File: src/rtl/rvd_pkg.sv
package rvd_pkg;

  localparam int XLEN    = 32;
  localparam int IDX_W   = 5;
  localparam int OPC_W   = 7;
  localparam int F3_W    = 3;
  localparam int F7_W    = 7;
  localparam int SHAMT_W = IDX_W;

  localparam logic [OPC_W-1:0] OPC_LOAD   = 7'b0000011;
  localparam logic [OPC_W-1:0] OPC_FENCE  = 7'b0001111;
  localparam logic [OPC_W-1:0] OPC_OPIMM  = 7'b0010011;
  localparam logic [OPC_W-1:0] OPC_AUIPC  = 7'b0010111;
  localparam logic [OPC_W-1:0] OPC_STORE  = 7'b0100011;
  localparam logic [OPC_W-1:0] OPC_OP     = 7'b0110011;
  localparam logic [OPC_W-1:0] OPC_LUI    = 7'b0110111;
  localparam logic [OPC_W-1:0] OPC_BRANCH = 7'b1100011;
  localparam logic [OPC_W-1:0] OPC_JALR   = 7'b1100111;
  localparam logic [OPC_W-1:0] OPC_JAL    = 7'b1101111;
  localparam logic [OPC_W-1:0] OPC_SYSTEM = 7'b1110011;

  localparam logic [F7_W-1:0] F7_BASE = 7'b0000000;
  localparam logic [F7_W-1:0] F7_ALT  = 7'b0100000;

  typedef enum logic [3:0] {
    ALU_ADD  = 4'd0,
    ALU_SUB  = 4'd1,
    ALU_SLL  = 4'd2,
    ALU_SLT  = 4'd3,
    ALU_SLTU = 4'd4,
    ALU_XOR  = 4'd5,
    ALU_SRL  = 4'd6,
    ALU_SRA  = 4'd7,
    ALU_OR   = 4'd8,
    ALU_AND  = 4'd9
  } alu_op_e;

  typedef enum logic [2:0] {
    IMK_NONE,
    IMK_I,
    IMK_S,
    IMK_B,
    IMK_U,
    IMK_J,
    IMK_SHAMT
  } imm_kind_e;

  typedef enum logic [1:0] {
    OPA_REG  = 2'd0,
    OPA_PC   = 2'd1,
    OPA_ZERO = 2'd2
  } opa_sel_e;

  typedef enum logic [1:0] {
    MSZ_BYTE = 2'd0,
    MSZ_HALF = 2'd1,
    MSZ_WORD = 2'd2
  } mem_size_e;

endpackage

File: src/rtl/rvd_imm_gen.sv
module rvd_imm_gen
  import rvd_pkg::*;
(
  input  logic [XLEN-1:7] body_i,
  input  imm_kind_e       kind_i,
  output logic [XLEN-1:0] imm_o
);

  logic sgn;
  assign sgn = body_i[XLEN-1];

  always_comb begin
    imm_o = '0;
    unique case (kind_i)
      IMK_I:     imm_o = {{20{sgn}}, body_i[31:20]};
      IMK_S:     imm_o = {{20{sgn}}, body_i[31:25], body_i[11:7]};
      IMK_B:     imm_o = {{19{sgn}}, sgn, body_i[7], body_i[30:25],
                          body_i[11:8], 1'b0};
      IMK_U:     imm_o = {body_i[31:12], 12'b0};
      IMK_J:     imm_o = {{11{sgn}}, sgn, body_i[19:12], body_i[20],
                          body_i[30:21], 1'b0};
      IMK_SHAMT: imm_o = {{(XLEN-SHAMT_W){1'b0}}, body_i[24:20]};
      default:   imm_o = '0;
    endcase
  end

  // every extended layout carries the instruction sign in its top bit
  always_comb begin
    if (kind_i inside {IMK_I, IMK_S, IMK_B, IMK_U, IMK_J})
      assert_imm_sign_R2: assert (imm_o[XLEN-1] == body_i[XLEN-1])
        else $error("immediate sign bit lost");
  end

  // branch and jump targets are always even
  always_comb begin
    if (kind_i == IMK_B || kind_i == IMK_J)
      assert_imm_even_R2: assert (imm_o[0] == 1'b0)
        else $error("odd control-transfer offset");
  end

endmodule

File: src/rtl/rvd_alu_sel.sv
module rvd_alu_sel
  import rvd_pkg::*;
(
  input  logic [F3_W-1:0] funct3_i,
  input  logic [F7_W-1:0] funct7_i,
  input  logic            reg_form_i,
  output alu_op_e         op_o,
  output logic            ok_o
);

  logic f7_base, f7_alt;
  assign f7_base = (funct7_i == F7_BASE);
  assign f7_alt  = (funct7_i == F7_ALT);

  always_comb begin
    op_o = ALU_ADD;
    ok_o = 1'b0;
    unique case (funct3_i)
      3'b000: begin
        op_o = (reg_form_i && f7_alt) ? ALU_SUB : ALU_ADD;
        ok_o = reg_form_i ? (f7_base || f7_alt) : 1'b1;
      end
      3'b001: begin
        op_o = ALU_SLL;
        ok_o = f7_base;
      end
      3'b010: begin
        op_o = ALU_SLT;
        ok_o = reg_form_i ? f7_base : 1'b1;
      end
      3'b011: begin
        op_o = ALU_SLTU;
        ok_o = reg_form_i ? f7_base : 1'b1;
      end
      3'b100: begin
        op_o = ALU_XOR;
        ok_o = reg_form_i ? f7_base : 1'b1;
      end
      3'b101: begin
        op_o = funct7_i[5] ? ALU_SRA : ALU_SRL;
        ok_o = f7_base || f7_alt;
      end
      3'b110: begin
        op_o = ALU_OR;
        ok_o = reg_form_i ? f7_base : 1'b1;
      end
      default: begin
        op_o = ALU_AND;
        ok_o = reg_form_i ? f7_base : 1'b1;
      end
    endcase
  end

  // subtraction only ever comes from the register-register form
  always_comb begin
    assert_sub_regonly_R3: assert (!(op_o == ALU_SUB && !reg_form_i))
      else $error("SUB decoded from immediate form");
  end

endmodule

File: src/rtl/rvd_ctrl.sv
module rvd_ctrl
  import rvd_pkg::*;
(
  input  logic [OPC_W-1:0] opcode_i,
  input  logic [F3_W-1:0]  funct3_i,
  input  logic             rd_zero_i,
  input  logic             arith_ok_i,
  output imm_kind_e        kind_o,
  output logic             use_sel_o,
  output logic             reg_form_o,
  output opa_sel_e         opa_o,
  output logic             opb_imm_o,
  output logic             branch_o,
  output logic             jump_o,
  output logic             jump_reg_o,
  output logic             mem_rd_o,
  output logic             mem_wr_o,
  output mem_size_e        size_o,
  output logic             unsigned_o,
  output logic             rf_we_o,
  output logic             trap_o
);

  logic raw_branch, raw_jump, raw_jreg, raw_rd, raw_wr, raw_we;
  logic illegal, sys_trap;

  always_comb begin
    kind_o     = IMK_NONE;
    use_sel_o  = 1'b0;
    reg_form_o = 1'b0;
    opa_o      = OPA_REG;
    opb_imm_o  = 1'b1;
    raw_branch = 1'b0;
    raw_jump   = 1'b0;
    raw_jreg   = 1'b0;
    raw_rd     = 1'b0;
    raw_wr     = 1'b0;
    raw_we     = 1'b0;
    size_o     = MSZ_WORD;
    unsigned_o = 1'b0;
    illegal    = 1'b0;
    sys_trap   = 1'b0;
    unique case (opcode_i)
      OPC_LUI: begin
        kind_o = IMK_U;
        opa_o  = OPA_ZERO;
        raw_we = 1'b1;
      end
      OPC_AUIPC: begin
        kind_o = IMK_U;
        opa_o  = OPA_PC;
        raw_we = 1'b1;
      end
      OPC_JAL: begin
        kind_o   = IMK_J;
        opa_o    = OPA_PC;
        raw_jump = 1'b1;
        raw_we   = 1'b1;
      end
      OPC_JALR: begin
        kind_o   = IMK_I;
        raw_jump = 1'b1;
        raw_jreg = 1'b1;
        raw_we   = 1'b1;
        illegal  = (funct3_i != 3'b000);
      end
      OPC_BRANCH: begin
        kind_o     = IMK_B;
        opb_imm_o  = 1'b0;
        raw_branch = 1'b1;
        illegal    = (funct3_i[2:1] == 2'b01);
      end
      OPC_LOAD: begin
        kind_o     = IMK_I;
        raw_rd     = 1'b1;
        raw_we     = 1'b1;
        unsigned_o = funct3_i[2];
        unique case (funct3_i)
          3'b010:  size_o = MSZ_WORD;
          3'b001:  size_o = MSZ_HALF;
          3'b101:  size_o = MSZ_HALF;
          3'b100:  size_o = MSZ_BYTE;
          default: illegal = 1'b1;
        endcase
      end
      OPC_STORE: begin
        kind_o = IMK_S;
        raw_wr = 1'b1;
        unique case (funct3_i)
          3'b000:  size_o = MSZ_BYTE;
          3'b001:  size_o = MSZ_HALF;
          3'b010:  size_o = MSZ_WORD;
          default: illegal = 1'b1;
        endcase
      end
      OPC_OPIMM: begin
        kind_o    = (funct3_i[1:0] == 2'b01) ? IMK_SHAMT : IMK_I;
        use_sel_o = 1'b1;
        raw_we    = 1'b1;
        illegal   = !arith_ok_i;
      end
      OPC_OP: begin
        use_sel_o  = 1'b1;
        reg_form_o = 1'b1;
        opb_imm_o  = 1'b0;
        raw_we     = 1'b1;
        illegal    = !arith_ok_i;
      end
      OPC_FENCE: begin
        illegal = (funct3_i != 3'b000);
      end
      OPC_SYSTEM: begin
        sys_trap = 1'b1;
      end
      default: begin
        illegal = 1'b1;
      end
    endcase
  end

  assign trap_o     = illegal | sys_trap;
  assign branch_o   = raw_branch & ~trap_o;
  assign jump_o     = raw_jump & ~trap_o;
  assign jump_reg_o = raw_jreg & ~trap_o;
  assign mem_rd_o   = raw_rd & ~trap_o;
  assign mem_wr_o   = raw_wr & ~trap_o;
  assign rf_we_o    = raw_we & ~trap_o & ~rd_zero_i;

  // at most one kind of side effect or control transfer per word
  always_comb begin
    assert_one_effect_R6: assert ($onehot0({mem_rd_o, mem_wr_o, branch_o, jump_o}))
      else $error("conflicting side effects");
  end

  // the system opcode always traps
  always_comb begin
    if (opcode_i == OPC_SYSTEM)
      assert_system_traps_R10: assert (trap_o)
        else $error("system word did not trap");
  end

endmodule

File: src/rtl/rvd_decoder.sv
module rvd_decoder
  import rvd_pkg::*;
(
  input  logic [31:0] instr_i,
  output logic [4:0]  rs1_idx_o,
  output logic [4:0]  rs2_idx_o,
  output logic [4:0]  rd_idx_o,
  output logic [31:0] imm_o,
  output logic [3:0]  alu_op_o,
  output logic [1:0]  opa_sel_o,
  output logic        opb_imm_o,
  output logic        branch_o,
  output logic [2:0]  br_cond_o,
  output logic        jump_o,
  output logic        jump_reg_o,
  output logic        mem_rd_o,
  output logic        mem_wr_o,
  output logic [1:0]  mem_size_o,
  output logic        mem_unsigned_o,
  output logic        rf_we_o,
  output logic        trap_o
);

  logic [OPC_W-1:0] opcode;
  logic [F3_W-1:0]  funct3;
  logic [F7_W-1:0]  funct7;

  assign opcode    = instr_i[6:0];
  assign funct3    = instr_i[14:12];
  assign funct7    = instr_i[31:25];
  assign rs1_idx_o = instr_i[19:15];
  assign rs2_idx_o = instr_i[24:20];
  assign rd_idx_o  = instr_i[11:7];
  assign br_cond_o = funct3;

  imm_kind_e kind;
  alu_op_e   sel_op;
  opa_sel_e  opa;
  mem_size_e msize;
  logic      arith_ok, use_sel, reg_form;

  rvd_alu_sel u_alu_sel (
    .funct3_i   (funct3),
    .funct7_i   (funct7),
    .reg_form_i (reg_form),
    .op_o       (sel_op),
    .ok_o       (arith_ok)
  );

  rvd_ctrl u_ctrl (
    .opcode_i   (opcode),
    .funct3_i   (funct3),
    .rd_zero_i  (rd_idx_o == '0),
    .arith_ok_i (arith_ok),
    .kind_o     (kind),
    .use_sel_o  (use_sel),
    .reg_form_o (reg_form),
    .opa_o      (opa),
    .opb_imm_o  (opb_imm_o),
    .branch_o   (branch_o),
    .jump_o     (jump_o),
    .jump_reg_o (jump_reg_o),
    .mem_rd_o   (mem_rd_o),
    .mem_wr_o   (mem_wr_o),
    .size_o     (msize),
    .unsigned_o (mem_unsigned_o),
    .rf_we_o    (rf_we_o),
    .trap_o     (trap_o)
  );

  rvd_imm_gen u_imm (
    .body_i (instr_i[31:7]),
    .kind_i (kind),
    .imm_o  (imm_o)
  );

  assign alu_op_o   = use_sel ? sel_op : ALU_ADD;
  assign opa_sel_o  = opa;
  assign mem_size_o = msize;

  // a trapping word has no architectural side effect
  always_comb begin
    if (trap_o)
      assert_trap_quiet_R11: assert (!rf_we_o && !mem_rd_o && !mem_wr_o
                                     && !branch_o && !jump_o)
        else $error("trap with live enable");
  end

  // register zero is never written
  always_comb begin
    if (rd_idx_o == 5'd0)
      assert_x0_nowrite_R8: assert (!rf_we_o)
        else $error("write enable for x0");
  end

endmodule

File: config.mk
export PLATFORM = sky130hd
export DESIGN_NAME = rvd_decoder
export DESIGN_NICKNAME = d
export VERILOG_FILES = /design/src/rtl/rvd_pkg.sv /design/src/rtl/rvd_imm_gen.sv /design/src/rtl/rvd_alu_sel.sv /design/src/rtl/rvd_ctrl.sv /design/src/rtl/rvd_decoder.sv
export SDC_FILE = /design/constraint.sdc
export NUM_CORES = 1
export LEC_CHECK = 0
export ABC_AREA = 1
export BUFFER_PORTS_ARGS = -buffer_cell sky130_fd_sc_hd__buf_2
export CAP_MARGIN = 20
export CORE_MARGIN = 8
export CORE_UTILIZATION = 40
export DETAILED_ROUTE_END_ITERATION = 6
export GPL_TIMING_DRIVEN = 0
export PLACE_DENSITY_LB_ADDON = 0.3
export SLEW_MARGIN = 25
export SYNTH_ARGS = -nofsm -noshare
export SYNTH_HDL_FRONTEND = slang
export SYNTH_SLANG_ARGS = --single-unit
File: constraint.sdc
create_clock -name vclk -period 1.2
set_input_delay 0.12 -clock vclk [all_inputs]
set_output_delay 0.12 -clock vclk [all_outputs]
set_load 0.02 [all_outputs]
==> results of run 1 <==
-- per-stage QoR --
step	area, µm²	setup slack [ns]	hold slack [ns]	TNS, ns	utilization
2_1_floorplan	1310	-0.126	0.272	-3.06	-
3_3_place_gp	1840	-0.473	0.559	-17.37	0.674
3_5_place_dp	1840	-0.504	0.558	-18.50	0.674
4_1_cts	2400	-0.293	0.558	-8.95	0.879
-- cells by family after synthesis --
kind of cell           share of synthesized area
buffers and inverters                      0.257
AOI/OAI and AO/OA                          0.139
and+or+nand+nor                            0.604
-- what timing repair did --
item | 4_1_cts
pin swaps | 16
resized for setup | 124
setup buffers | 19
setup endpoints to repair | 47
gates cloned | 1
==> impl_results.md, run 1 <==
- Status: stopped before the end
- Stopped at: global routing (5_1_grt)
- FP Rows: 19
- Hold buffers post-CTS: 0
- Syn_area_per_cell: approximately 5.2 µm²
- Top cells by area, synth: nand2_1 21%, buf_4 13%, nand3_2 12%
- Mapped Area: 1130 µm²
- Worst EP kind: primary output
- DP HPWL: 3.88 mm
- Cells after synthesis: between 200 and 250
- Count of cell types in the netlist: 26
- Gpl congestion: 0.801
- Top cell type's share of synthesized area: 0.212
- First error: [ERROR DPL-0038] Utilization greater than 100%, impossible to legalize
- Die width: 69.2 µm
- Commonest cells in the netlist: 64 x nand2_1, 27 x nor2_1, 25 x inv_1, 19 x buf_4, 17 x nand3_1
- Largest net degree at the start of global routing: 11
- Initial core utilization: 0.415
- Die height: between 60 and 70 µm
- Count leader, synth: nand2_1
- Post-GRT worst EP: imm_o[0]
- Syn_nets: 251
- Synth area leader: nand2_1
- YS warnings: 0
- Num ports: 99
- # placed instances: 349
- Port Buffers: around 100
- Sequential element share of the synthesized area: 0
==> inputs of run 2 (changes only) <==
--- a/config.mk
+++ b/config.mk
@@ -8,11 +8,11 @@
 export ABC_AREA = 1
 export BUFFER_PORTS_ARGS = -buffer_cell sky130_fd_sc_hd__buf_2
 export CAP_MARGIN = 20
-export CORE_MARGIN = 8
-export CORE_UTILIZATION = 40
+export CORE_AREA = 8 8 69 71
 export DETAILED_ROUTE_END_ITERATION = 6
+export DIE_AREA = 0 0 77 79
 export GPL_TIMING_DRIVEN = 0
-export PLACE_DENSITY_LB_ADDON = 0.3
+export PLACE_DENSITY_LB_ADDON = 0.15
 export SLEW_MARGIN = 25
 export SYNTH_ARGS = -nofsm -noshare
 export SYNTH_HDL_FRONTEND = slang
==> impl_results.md, run 2 <==
- Status: finished with violations (was stopped before the end)
- Failing checks: setup timing
- DIE AREA: about 6100 µm²
- Num ports: 99 (unchanged)
- Die width: 77 µm (was 69.2 µm)
- Gr usage total: 0.166
- Max FO, Critical Path: 5
- Design Area, Final: 2840 µm²
- Initial core utilization: 0.298 (was 0.415)
- Commonest cells in the netlist: 64 x nand2_1, 27 x nor2_1, 25 x inv_1, 19 x buf_4, 17 x nand3_1 (unchanged)
- Die height: 79 µm (was 69.2 µm)
- Class of the worst hold path: input port to output pin
- Final ANT Viol Nets: 0
- Via/cell ratio: about 4.8
- Largest net degree at the start of global routing: 11
- Critical Path AT: between 1 and 1.5 ns
- Syn_nets: 251 (unchanged)
- Finish-stage setup viols: between 40 and 50
- Relative slew slack: 0.782
- Global-route wire length before repair: approximately 8.8 mm
- Internal: approximately 290 µW
- Residual DRC: 0
- RSZ-0062 raised after global routing: yes
- Post-layout minimum cycle time: ~1.6 ns
- Hold buffers post-CTS: 0 (unchanged)
- Area grow syn2layout: 150%
- Clock buffer count: 0
- Static leakage: 0.00162 µW
- Vias in the first global route: 1,944
- Clock power frac: 0
- Initial antenna violation count: 0
- Switching Fraction: 0.557
- Share of cells above drive strength 1: 0.735
- Achievable Freq: approximately 0.63 GHz
- Port Buffers: 99 (unchanged)
- FP Rows: 23 (was 19)
- Most common cell after layout, fill and taps aside: buf_4
- Top cells by area, synth: nand2_1 21%, buf_4 13%, nand3_2 12% (unchanged)
- Most frequent cells in the layout: 53 x buf_4, 45 x buf_6, 45 x buf_2, 42 x nand2_1, 18 x nor2_4
- Count of cell types in the netlist: 26 (unchanged)
- Least-Margin Pin Slew: 0.323 ns
- Syn_area_per_cell: 5.18 µm² (unchanged)
- Combinational power share: 1.000
- Placement-stage cell area: 1870 µm² (was 1840 µm²)
- Vias: 1,925
- Top cell type's share of synthesized area: 0.212 (unchanged)
- DP HPWL: 3.89 mm (was 3.88 mm)
- Register area: 0 µm²
- Critical path startpoint category: input port
- Gpl congestion: 0.810 (was 0.801)
- Reg power frac: 0
- Pwr/cell area: 228 nW/µm²
- Period utilization: 1.32
- Mapped Area: 1130 µm² (unchanged)
- Sequential cell count: 0
- Final nets: roughly 380
- Total of max-cap violations: 0
- Synth area leader: nand2_1 (unchanged)
- Sequential element share of the synthesized area: 0 (unchanged)
- Cells after synthesis: 219 (unchanged)
- Final Hold Viols: 0
- DR iter-0 viols: 53
- NetSw: approximately 360 µW
- Final Worst Setup Slack: -0.381 ns
- Finished Core Util: 0.747
- Antenna cells: 0
- Count leader, synth: nand2_1 (unchanged)
- Max-slew violation count: 0
- Peak VDD IR: between 0.1 and 0.15 mV
- CP required: 1.08 ns
- DR pass1 iterations: 4
- CP Capture Type: output pin
- YS warnings: 0 (unchanged)
- Drt total wl: 5.99 mm
- Core Area: about 3800 µm²
- Overflow after GRT: 0
- Crit path kind: input port to output pin
- Wire per inst: 15.1 µm
## run 2: cell counts after synthesis
No cell type changed its count.
## run 2: critical path: stages
cell and delay, ns:
buf_4 0.13, nand2_4 0.07, nor2_4 0.05, nand2_2 0.10, nand2_2 0.08, inv_2 0.07
nand2_4 0.06, o21ai_2 0.16, nand2_2 0.09, nand2_4 0.14, clkbuf_16 0.18, nand3_2 0.06
buf_6 0.14
## run 2: cell type report
class / count / area [µm²]
buffer: 23 / 203
inverter: 31 / 151
tap: 50 / 62.6
timing repair buffer: 128 / 1080
multi-input combinational: 165 / 1340
fill: 305 / 962
## run 2: kinds of logic (layout without fill, tap and decap cells)
family                 after synthesis  after routing  synth area share
AO/OA/AOI/OAI                       25             25             0.139
buffers and inverters               54            182             0.257
AND/OR/NAND/NOR                    140            140             0.604
## run 2: what timing repair did
| item | 4_1_cts | 5_1_grt |
|---|---|---|
| pin swaps | 19 | 20 |
| setup endpoints to repair | 47 | 47 |
| setup buffers | 22 | 4 |
| gates cloned | 2 | 1 |
| gates resized for setup | 129 | 83 |
## run 2: per-layer routing
| metal | track usage | wire, µm | vias up | part of all wire |
|---|---|---|---|---|
| met1 | 0.189 | 2220 | 898 | 0.37 |
| met4 | 0.00566 | 62 | 0 | 0.010 |
| li1 | - | - | 955 | - |
| met5 | 0 | 0 | - | 0 |
| met3 | 0.0406 | 437 | 6 | 0.073 |
| met2 | 0.320 | 3260 | 66 | 0.54 |
## run 2: stage by stage
stage	worst slack [ns]	hold slack, ns	setup TNS (ns)	total power, µW	std cells
6_report	-0.381	0.555	-12.35	646	397
5_1_grt	-0.451	0.570	-15.47	690	397
4_1_cts	-0.310	0.557	-10.23	559	392
3_5_place_dp	-0.514	0.557	-19.10	443	368
3_3_place_gp	-0.512	0.558	-19.00	442	368
2_1_floorplan	-0.126	0.272	-3.06	269	219
## run 2: power groups by stage
stage	Sequential, µW	Clock (µW)	Combinational, µW
after floorplan	0	0	269
after global routing	0	0	690
after CTS	0	0	559
after global placement	0	0	442
final	0	0	646
after detailed placement	0	0	443
## run 2: path summary, 6_finish.rpt
path,from,end,cells after the start
min,instr_i[16],rs1_idx_o[1],3
max,instr_i[5],imm_o[23],13
Power figures use the tool's default switching activity.
==> inputs of run 3 (changes only) <==
--- a/config.mk
+++ b/config.mk
@@ -17,3 +17,4 @@
 export SYNTH_ARGS = -nofsm -noshare
 export SYNTH_HDL_FRONTEND = slang
 export SYNTH_SLANG_ARGS = --single-unit
+export TNS_END_PERCENT = 10
==> impl_results.md, run 3 (synthesis results as in run 2) <==
- Largest net degree at the start of global routing: 11 (unchanged)
- Initial antenna violation count: 0 (unchanged)
- Post-Route Setup TNS: -10.25 ns (was -12.35 ns)
- FP Rows: 23 (unchanged)
- Final Worst Setup Slack: -0.319 ns (was -0.381 ns)
- DP HPWL: 3.85 mm (was 3.89 mm)
- DIE AREA: 6080 µm² (unchanged)
- Final nets: 376 (was 381)
- Wire per inst: 13.3 µm (was 15.1 µm)
- Failing checks: setup timing (unchanged)
- DR pass1 iterations: 6 (was 4)
- M2 GR Usage: 0.297 (was 0.320)
- Achievable Freq: 0.658 GHz (was 0.632 GHz)
- Residual DRC: 0 (unchanged)
- Hold worst-path end: rs1_idx_o[2] (was rs1_idx_o[1])
- Status: finished with violations (unchanged)
- Area grow syn2layout: 115% (was 150%)
- Peak VDD IR: 0.115 mV (was 0.121 mV)
- DR iter-0 viols: 75 (was 53)
- CP required: 1.08 ns (about the same)
- Fillers: 363 (was 305)
- Gr usage total: 0.150 (was 0.166)
- Drt total wl: 5.22 mm (was 5.99 mm)
- Gpl congestion: 0.846 (was 0.810)
- Final Hold Viols: 0 (unchanged)
- Hold_sp: instr_i[17] (was instr_i[16])
- Post-layout minimum cycle time: 1.52 ns (was 1.58 ns)
- Max FO, Critical Path: 10 (was 5)
- Relative slew slack: 0.803 (was 0.782)
- Overflow after GRT: 0 (unchanged)
- Class of the worst hold path: input port to output pin (unchanged)
- Max-slew violation count: 0 (unchanged)
- Die width: 77 µm (unchanged)
- Num ports: 99 (unchanged)
- Finish-stage setup viols: 42 (was 44)
- Core Area: 3800 µm² (unchanged)
- # placed instances: 368 (unchanged)
- Crit path kind: input port to output pin (unchanged)
- Port Buffers: 99 (unchanged)
- Static leakage: 0.00154 µW (was 0.00162 µW)
- Share of cells above drive strength 1: 0.667 (was 0.735)
- Grt met1 use: 0.161 (was 0.189)
- Least-Margin Pin Slew: 0.295 ns (was 0.323 ns)
- Sequential cell count: 0 (unchanged)
- Antenna cells: 0 (unchanged)
- Met3 Use GR: 0.0384 (was 0.0406)
- Most common cell after layout, fill and taps aside: buf_2 (was buf_4)
- Non-Filler Instances: 392 (was 397)
- Gr busiest metal: met2 (unchanged)
- Pwr/cell area: 229 nW/µm² (was 228 nW/µm²)
- Most frequent cells in the layout: 60 x buf_2, 57 x buf_4, 49 x nand2_1, 24 x buf_6, 20 x nand3_2 (was 53 x buf_4, 45 x buf_6, 45 x buf_2, 42 x nand2_1, 18 x nor2_4)
- Period utilization: 1.27 (was 1.32)
- Vias in the first global route: 1,861 (was 1,944)
- Hold path depth: 3 (unchanged)
- Via/cell ratio: 4.61 (was 4.85)
- Global-route wire length before repair: 8.07 mm (was 8.80 mm)
- Clock buffer count: 0 (unchanged)
- Final ANT Viol Nets: 0 (unchanged)
- RSZ-0062 raised after global routing: yes (unchanged)
- Critical path startpoint category: input port (unchanged)
- Die height: 79 µm (unchanged)
- Register area: 0 µm² (unchanged)
- Critical Path AT: 1.40 ns (was 1.46 ns)
- Vias: 1,806 (was 1,925)
- Total of max-cap violations: 0 (unchanged)
- Multi-input logic area: 1130 µm² (was 1340 µm²)
- CP Capture Type: output pin (unchanged)
- Initial core utilization: 0.298 (unchanged)
run 3: changes by cell type in the layout (fill, tap and decap cells not counted), sizes merged:
cell,before,now
buf,149,145
inv,30,31
clkbuf,2,1
clkinv,1,0
run 3: area by class of cell:
class	count	share of cell area
Buffer	23	0.0844
Inverter	31	0.0571
Multi-Input combinational cell	165	0.466
Tap cell	50	0.0257
Timing Repair Buffer	123	0.367
run 3: power breakdown:
part	switching (µW)	internal, µW	leakage (µW)
registers	0	0	0
clock network	0	0	0
logic	317	240	0.00154
total	317	240	0.00154
run 3: layer usage:
layer  up-vias  share of wire
met4         0              0
met1       822           0.41
met2        53           0.53
met3         0          0.059
met5         -              0
li1        931              -
run 3: worst max-delay path by stage:
stage | cells after the start | from | slack [ns] | end
2_1_floorplan | 6 | instr_i[2] | -0.13 | imm_o[0]
3_3_place_gp | 11 | instr_i[3] | -0.56 | mem_rd_o
3_5_place_dp | 11 | instr_i[3] | -0.57 | mem_wr_o
4_1_cts | 13 | instr_i[6] | -0.33 | imm_o[27]
5_1_grt | 11 | instr_i[13] | -0.42 | jump_reg_o
6_report | 13 | instr_i[3] | -0.32 | imm_o[29]
run 3: timing repair:
item / CTS / global route
pin swaps: 12 / 8
resized for setup: 69 / 60
hold buffers: 0 / 0
buffers inserted: 15 / 8
endpoints found under the setup margin: 47 / 48
cloned: 0 / 1
run 3: metrics by stage:
stage	total power, µW	hold slack [ns]	utilization	worst slack, ns	instance area, µm²
finish	558	0.555	0.640	-0.319	2430
global route	601	0.569	0.640	-0.422	2430
CTS	504	0.556	0.563	-0.334	2140
detailed placement	434	0.558	0.480	-0.569	1820
global placement	432	0.558	0.480	-0.560	1820
floorplan	263	0.288	-	-0.131	1260
run 3: critical path: stages:
cell and delay (ns):
buf_12 0.12, inv_12 0.05, nand2_4 0.04, nor2_4 0.14, inv_4 0.06, o21ai_4 0.16, nor2_4 0.07, o21ai_2 0.07
nand2_2 0.08, nand2_4 0.11, buf_12 0.15, nand3_2 0.06, buf_2 0.17
